$ cat src/rtl/flash_prog_seq.sv
module flash_prog_seq #(
  parameter int CLK_DIV = 2,
  parameter int POLL_LIMIT = 4096,
  parameter int LEN_W = 16,
  parameter logic [7:0] OPC_WEN  = 8'h06,
  parameter logic [7:0] OPC_PROG = 8'h02,
  parameter logic [7:0] OPC_SECT = 8'hD8,
  parameter logic [7:0] OPC_CHIP = 8'hC7,
  parameter logic [7:0] OPC_STAT = 8'h05
) (
  input  logic             clk,
  input  logic             rst_n,
  input  logic             req_valid,
  output logic             req_ready,
  input  logic [1:0]       req_op,
  input  logic [23:0]      req_addr,
  input  logic [LEN_W-1:0] req_len,
  input  logic             wr_valid,
  output logic             wr_ready,
  input  logic [7:0]       wr_data,
  output logic             busy,
  output logic             done,
  output logic             err,
  output logic             spi_sck,
  output logic             spi_cs_n,
  output logic             spi_mosi,
  input  logic             spi_miso
);
  localparam int DIV_W  = $clog2(CLK_DIV) + 1;
  localparam int POLL_W = $clog2(POLL_LIMIT) + 1;

  typedef enum logic [1:0] {ST_IDLE, ST_LOAD, ST_SHIFT, ST_GAP} st_t;
  typedef enum logic [1:0] {FR_WEN, FR_OP, FR_POLL} fr_t;

  st_t st;
  fr_t fr;
  logic [1:0]       op_q;
  logic [23:0]      addr_q;
  logic [LEN_W-1:0] rem_q;
  logic [8:0]       chunk_q, idx, flen;
  logic [POLL_W-1:0] polls;
  logic [7:0]       tx, rx, opcode, next_byte;
  logic [2:0]       bitn;
  logic [DIV_W-1:0] div;
  logic             gap_half;

  function automatic logic [8:0] chunk_of(input logic [23:0] a, input logic [LEN_W-1:0] r);
    int unsigned room, rr;
    room = 32'd256 - 32'(a[7:0]);
    rr   = 32'(r);
    return (rr < room) ? 9'(rr) : 9'(room);
  endfunction

  wire tick      = (div == DIV_W'(CLK_DIV - 1));
  wire is_prog   = op_q[1];
  wire data_slot = (fr == FR_OP) && is_prog && (idx >= 9'd4);
  wire frame_end = (idx == flen);

  assign req_ready = (st == ST_IDLE);
  assign busy      = (st != ST_IDLE);
  assign wr_ready  = (st == ST_LOAD) && data_slot && !frame_end;
  assign spi_mosi  = tx[7];

  always_comb begin
    case (fr)
      FR_WEN:  flen = 9'd1;
      FR_POLL: flen = 9'd2;
      default: flen = is_prog ? 9'd4 + chunk_q : (op_q[0] ? 9'd1 : 9'd4);
    endcase
    case (fr)
      FR_WEN:  opcode = OPC_WEN;
      FR_POLL: opcode = OPC_STAT;
      default: opcode = is_prog ? OPC_PROG : (op_q[0] ? OPC_CHIP : OPC_SECT);
    endcase
    case (idx)
      9'd0:    next_byte = opcode;
      9'd1:    next_byte = (fr == FR_POLL) ? 8'h00 : addr_q[23:16];
      9'd2:    next_byte = addr_q[15:8];
      9'd3:    next_byte = addr_q[7:0];
      default: next_byte = wr_data;
    endcase
  end

  always_ff @(posedge clk or negedge rst_n) begin
    if (!rst_n) begin
      st <= ST_IDLE;  fr <= FR_WEN;  op_q <= '0;  addr_q <= '0;  rem_q <= '0;
      chunk_q <= '0;  idx <= '0;  polls <= '0;  tx <= '0;  rx <= '0;  bitn <= '0;
      div <= '0;  gap_half <= 1'b0;  spi_sck <= 1'b0;  spi_cs_n <= 1'b1;
      done <= 1'b0;  err <= 1'b0;
    end else begin
      done <= 1'b0;
      div  <= (st == ST_IDLE || st == ST_LOAD || tick) ? '0 : div + DIV_W'(1);
      case (st)
        ST_IDLE: if (req_valid) begin
          op_q    <= req_op;
          addr_q  <= req_addr;
          rem_q   <= req_len;
          chunk_q <= chunk_of(req_addr, req_len);
          err     <= 1'b0;
          fr      <= FR_WEN;
          idx     <= '0;
          if (req_op[1] && req_len == '0) done <= 1'b1;
          else st <= ST_LOAD;
        end
        ST_LOAD: if (frame_end) begin
          spi_cs_n <= 1'b1;
          gap_half <= 1'b0;
          st       <= ST_GAP;
        end else if (!data_slot || wr_valid) begin
          tx       <= next_byte;
          spi_cs_n <= 1'b0;
          bitn     <= '0;
          st       <= ST_SHIFT;
          if (data_slot) begin
            addr_q <= addr_q + 24'd1;
            rem_q  <= rem_q - LEN_W'(1);
          end
        end
        ST_SHIFT: if (tick) begin
          if (!spi_sck) begin
            spi_sck <= 1'b1;
            rx      <= {rx[6:0], spi_miso};
          end else begin
            spi_sck <= 1'b0;
            tx      <= {tx[6:0], 1'b0};
            bitn    <= bitn + 3'd1;
            if (bitn == 3'd7) begin
              idx <= idx + 9'd1;
              st  <= ST_LOAD;
            end
          end
        end
        ST_GAP: if (tick) begin
          gap_half <= ~gap_half;
          if (gap_half) begin
            idx <= '0;
            st  <= ST_LOAD;
            case (fr)
              FR_WEN: fr <= FR_OP;
              FR_OP: begin
                fr    <= FR_POLL;
                polls <= '0;
              end
              default: begin
                if (rx[0]) begin
                  if (polls == POLL_W'(POLL_LIMIT - 1)) begin
                    err <= 1'b1;
                    st  <= ST_IDLE;
                  end else begin
                    polls <= polls + POLL_W'(1);
                  end
                end else if (is_prog && rem_q != '0) begin
                  fr      <= FR_WEN;
                  chunk_q <= chunk_of(addr_q, rem_q);
                end else begin
                  done <= 1'b1;
                  st   <= ST_IDLE;
                end
              end
            endcase
          end
        end
        default: st <= ST_IDLE;
      endcase
    end
  end

  assert_sck_parked_R6: assert property (@(posedge clk) disable iff (!rst_n)
    spi_cs_n |-> !spi_sck);
  assert_mosi_hold_R6: assert property (@(posedge clk) disable iff (!rst_n)
    (spi_sck && $past(spi_sck)) |-> $stable(spi_mosi));
  assert_done_clean_R7: assert property (@(posedge clk) disable iff (!rst_n)
    done |-> (!busy && !err));
  assert_data_in_frame_R10: assert property (@(posedge clk) disable iff (!rst_n)
    wr_ready |-> !spi_cs_n);
  assert_page_stay_R4: assert property (@(posedge clk) disable iff (!rst_n)
    (wr_valid && wr_ready && idx > 9'd4) |-> (addr_q[7:0] != 8'd0));
  assert_chunk_bound_R4: assert property (@(posedge clk) disable iff (!rst_n)
    busy |-> (chunk_q <= 9'd256));
  assert_poll_bound_R8: assert property (@(posedge clk) disable iff (!rst_n)
    polls < POLL_W'(POLL_LIMIT));
  assert_err_idle_R8: assert property (@(posedge clk) disable iff (!rst_n)
    $rose(err) |-> !busy);
endmodule

$ cat config.mk
export PLATFORM = sky130hd
export DESIGN_NAME = flash_prog_seq
export DESIGN_NICKNAME = d
export VERILOG_FILES = /design/src/rtl/flash_prog_seq.sv
export SDC_FILE = /design/constraint.sdc
export NUM_CORES = 1
export LEC_CHECK = 0
export BUFFER_PORTS_ARGS = -buffer_cell sky130_fd_sc_hd__buf_2
export CAP_MARGIN = 30
export CORE_MARGIN = 2
export CORE_UTILIZATION = 40
export CTS_BUF_LIST = sky130_fd_sc_hd__clkbuf_8
export CTS_CLUSTER_DIAMETER = 40
export DETAILED_ROUTE_END_ITERATION = 10
export GPL_TIMING_DRIVEN = 0
export PLACE_DENSITY = 0.66
export SYNTH_ARGS = -nofsm -noshare
export SYNTH_HDL_FRONTEND = slang
export SYNTH_SLANG_ARGS = --single-unit
$ cat constraint.sdc
create_clock -name clk -period 9.41 [get_ports clk]
set_input_delay 0 -clock clk [delete_from_list [all_inputs] [get_ports clk]]
set_output_delay 0 -clock clk [all_outputs]
set_load 0.03 [all_outputs]
==> results.toml <==
[worst_setup_path]
startpoint_type = "flip-flop"
cp-end-kind = "flip-flop"
worst_r2r_endpoint = "chunk_q[5]$_DFFE_PN0P_"
slowest_delay_ns = 0.44
critPathSlowestCell = "o21ai_2"
crit_family = "simple AND/OR/NAND/NOR gates"
path_buf_inv = 3
arrival_ns = 4.05
r2r_cells = 15
required_ns = 9.75
r2r_start = "addr_q[0]$_DFFE_PN0P_"
cp_cell_sequence = "clkbuf_1, inv_1, ha_1, nor3b_1, nand2_1, nor2_1, inv_1, ha_1, nand2_1, nor3_1, nand2_1, o21ai_2, mux2_2, o21ai_0, a311o_1"
crit_fanout = 9
rrSetupSlack_ns = 5.70
path_class = "reg2reg"
crit_top_cell = "nand2_1"

[routing]
route.detailed.drc = 0
wl_met3_mm = 1.279
drt-total-wl_mm = 21.62
top_layer_used = "met4"
drt_pass1_iterations = 6
vias = 6955
viasPerCell = 5.879
route.met2.wl_mm = 9.822
wl_met1_mm = 9.914
wl_per_cell_um = 18.28
drt-initial-drc-count = 729
ant_nets = 0

[finish]
nets = 1041
seqCellArea_um2 = 2404
syn_to_final_growth_pct = 18.28
fillers = 1712
num_antenna_cells = 0
fin_area_um2 = 8209
drive_gt1_frac = 0.1211
multi_input_area_um2 = 4207

[hold_path]
hold_depth = 3
worstHoldStart = "req_addr[1]"
worstHoldPathType = "in2reg"
holdPathEnd = "addr_q[1]$_DFFE_PN0P_"

[yosys]
synth_top_cell_by_area = "dfrtp_1"
yosys_warnings = 0
synth_ff_type = "dfrtp_1"
yosysSeqAreaShare = 0.3463
synthCells = 833
synth_edf_count = 0
synthAdderAreaFrac = 0.05949
ys_async_sr_fraction = 1.000
synth_xor_area_frac = 0.04002
synth_common_cells = "97 x nand2_1, 95 x dfrtp_1, 62 x a21oi_1"
synth_area_leaders = "dfrtp_1 34%, ha_1 5.9%, nand2_1 5.2%"
synthMuxAreaShare = 0.05841
synth_seq_cells = 96
yosys.area_share.simple = 0.2266
synth_top_family_by_area = "simple AND/OR/NAND/NOR gates"
synth_compound_area_frac = 0.2216
synth.most_common_cell = "nand2_1"
yosysTopAreaCellShare = 0.3425
avgSynthCellArea_um2 = 8.332
netlist_area_um2 = 6940
mappedNetlistNets = 921
yosysUniqueCellTypes = 74

[grt]
grt_pass1_wl_mm = 35.08
antenna_found_initial = 0
grt_max_degree = 56
grt_use_total = 0.2440
grt-ovfl-total = 0
grt_pass1_vias = 6635

[placement]
hpwlAfterDp_mm = 15.93
placed_area_um2 = 7574
portBuffers = 62
place_congestion = 0.9294

[run]
drv_cap = 0

[cts]
cts_max_path_buffers = 2
cts_tree = "done"
cts_sinks = 96
htreeDepth = 3
cts.clk_slew.worst_paths_ns = 0.12
cts-root-buf = "clkbuf_8"
cts_post_setup_buffers_inserted = 0
insertion_delay_ns = 0.40
post_cts_resized = 0
cts_hold_buf = 45
cts-buffers-inserted = 9

[die]
core_area_um2 = 17120
die_w_um = 135.7
start_util = 0.4055
die_h_um = 135.7
row_count = 48
num_io_pins = 63
die-area_um2 = 18420

[power]
irDropWorstVdd_mv = 0.1155
p_leak_nw = 3.505
switching_power_mw = 1.254
switching_share = 0.5155
p_int_mw = 1.178
pwr_density_cell_nw_per_um2 = 296.2
power_frac_clock = 0.114
combPwrFrac = 0.591
seqPwrFrac = 0.295

[timing]
grt_setup_unrepaired = "no"
slew_headroom = 0.3152
clock.fmax_mhz = 269.8
fin_crit_sh = 0.3939
setup_viol = 0
maxSlewViolCount = 0
final.min_clock_period_ns = 3.706
tns_ns = 0
skew_ns = 0.01684
hold_viol = 0
worstMarginPinSlew_ns = 1.016

[status]
status = "finished clean"
through the flow:
step                utilization  power, mW  setup slack, ns  hold WS (ns)  cells
finish                   0.4796      2.432            5.704       0.02213   1183
floorplan                     -      1.683            6.374       -0.2956    833
global placement         0.4401      2.091            5.892        0.2402   1120
CTS                      0.4796      2.409            5.780      0.009296   1183
detailed placement       0.4425      2.112            5.818       0.05585   1122
global route             0.4796      2.617            5.399       0.04819   1183
sequential cells by signal (all words and copies together) (netlist names):
register / cells
chunk_q: 9
tx: 8
div: 2
gap_half: 1
idx: 9
polls: 13
addr_q: 24
spi_cs_n: 1
st: 2
err: 1
done: 1
spi_sck: 1
fr: 2
rx: 1
rem_q: 16
bitn: 3
op_q: 2
cells in the final DEF, fill, tap and decap left out, types with 33 or more instances in the layout:
| cell type | n |
|---|---|
| nand3_1 | 34 |
| o21ai_0 | 48 |
| clkbuf_1 | 36 |
| buf_2 | 67 |
| nand2_1 | 97 |
| ha_1 | 33 |
| inv_1 | 37 |
| nor2_1 | 61 |
| a21oi_1 | 62 |
| dfrtp_1 | 95 |
| dlygate4sd3_1 | 45 |
worst reg2reg max path: stages (launching register included):
cell,delay (ns)
dfrtp_1,0.40
clkbuf_1,0.20
inv_1,0.16
ha_1,0.19
nor3b_1,0.41
nand2_1,0.14
nor2_1,0.17
inv_1,0.07
ha_1,0.27
nand2_1,0.06
nor3_1,0.27
nand2_1,0.11
o21ai_2,0.44
mux2_2,0.42
o21ai_0,0.20
a311o_1,0.15
layer usage:
layer / GRT usage / vias up
met2: 0.3875 / 265
met1: 0.3383 / 3335
met5: 0 / -
met3: 0.02806 / 37
met4: 0.1007 / 0
li1: - / 3318
power by group through the flow:
stage	sequential [mW]	combinational, mW	clock [mW]
final	0.718	1.44	0.277
after global routing	0.741	1.58	0.295
after CTS	0.712	1.41	0.282
after detailed placement	0.720	1.39	0
after global placement	0.716	1.38	0
after floorplan	0.680	1.00	0
cells by family (layout without fill, tap and decap cells):
logic type	after synthesis	after routing
buffers and inverters	83	208
flip-flops	96	96
AND/OR/NAND/NOR	320	320
XOR/XNOR	30	30
adder cells (fa/ha/maj)	33	33
AO/OA/AOI/OAI	232	232
multiplexers	39	39
worst max-delay path by stage:
stage                     startpoint                endpoint  slack [ns]  depth (start not counted)
2_1_floorplan  addr_q[0]$_DFFE_PN0P_  chunk_q[3]$_DFFE_PN0P_        6.37                         15
3_3_place_gp   addr_q[0]$_DFFE_PN0P_  chunk_q[5]$_DFFE_PN0P_        5.89                         15
3_5_place_dp   addr_q[0]$_DFFE_PN0P_  chunk_q[5]$_DFFE_PN0P_        5.82                         15
4_1_cts        addr_q[0]$_DFFE_PN0P_  chunk_q[5]$_DFFE_PN0P_        5.78                         15
5_1_grt        addr_q[0]$_DFFE_PN0P_  chunk_q[6]$_DFFE_PN0P_        5.40                         15
6_report       addr_q[0]$_DFFE_PN0P_  chunk_q[5]$_DFFE_PN0P_        5.70                         15
area by class of cell:
class,count,share of cell area
well taps,225,0.03429
repair buffers,109,0.09770
multi-input cells,654,0.5124
flip-flops and latches,96,0.2928
inverters,38,0.01738
clock buffers,9,0.01509
plain buffers,45,0.02286
clock inverters,7,0.007468
Power figures use the tool's default switching activity.
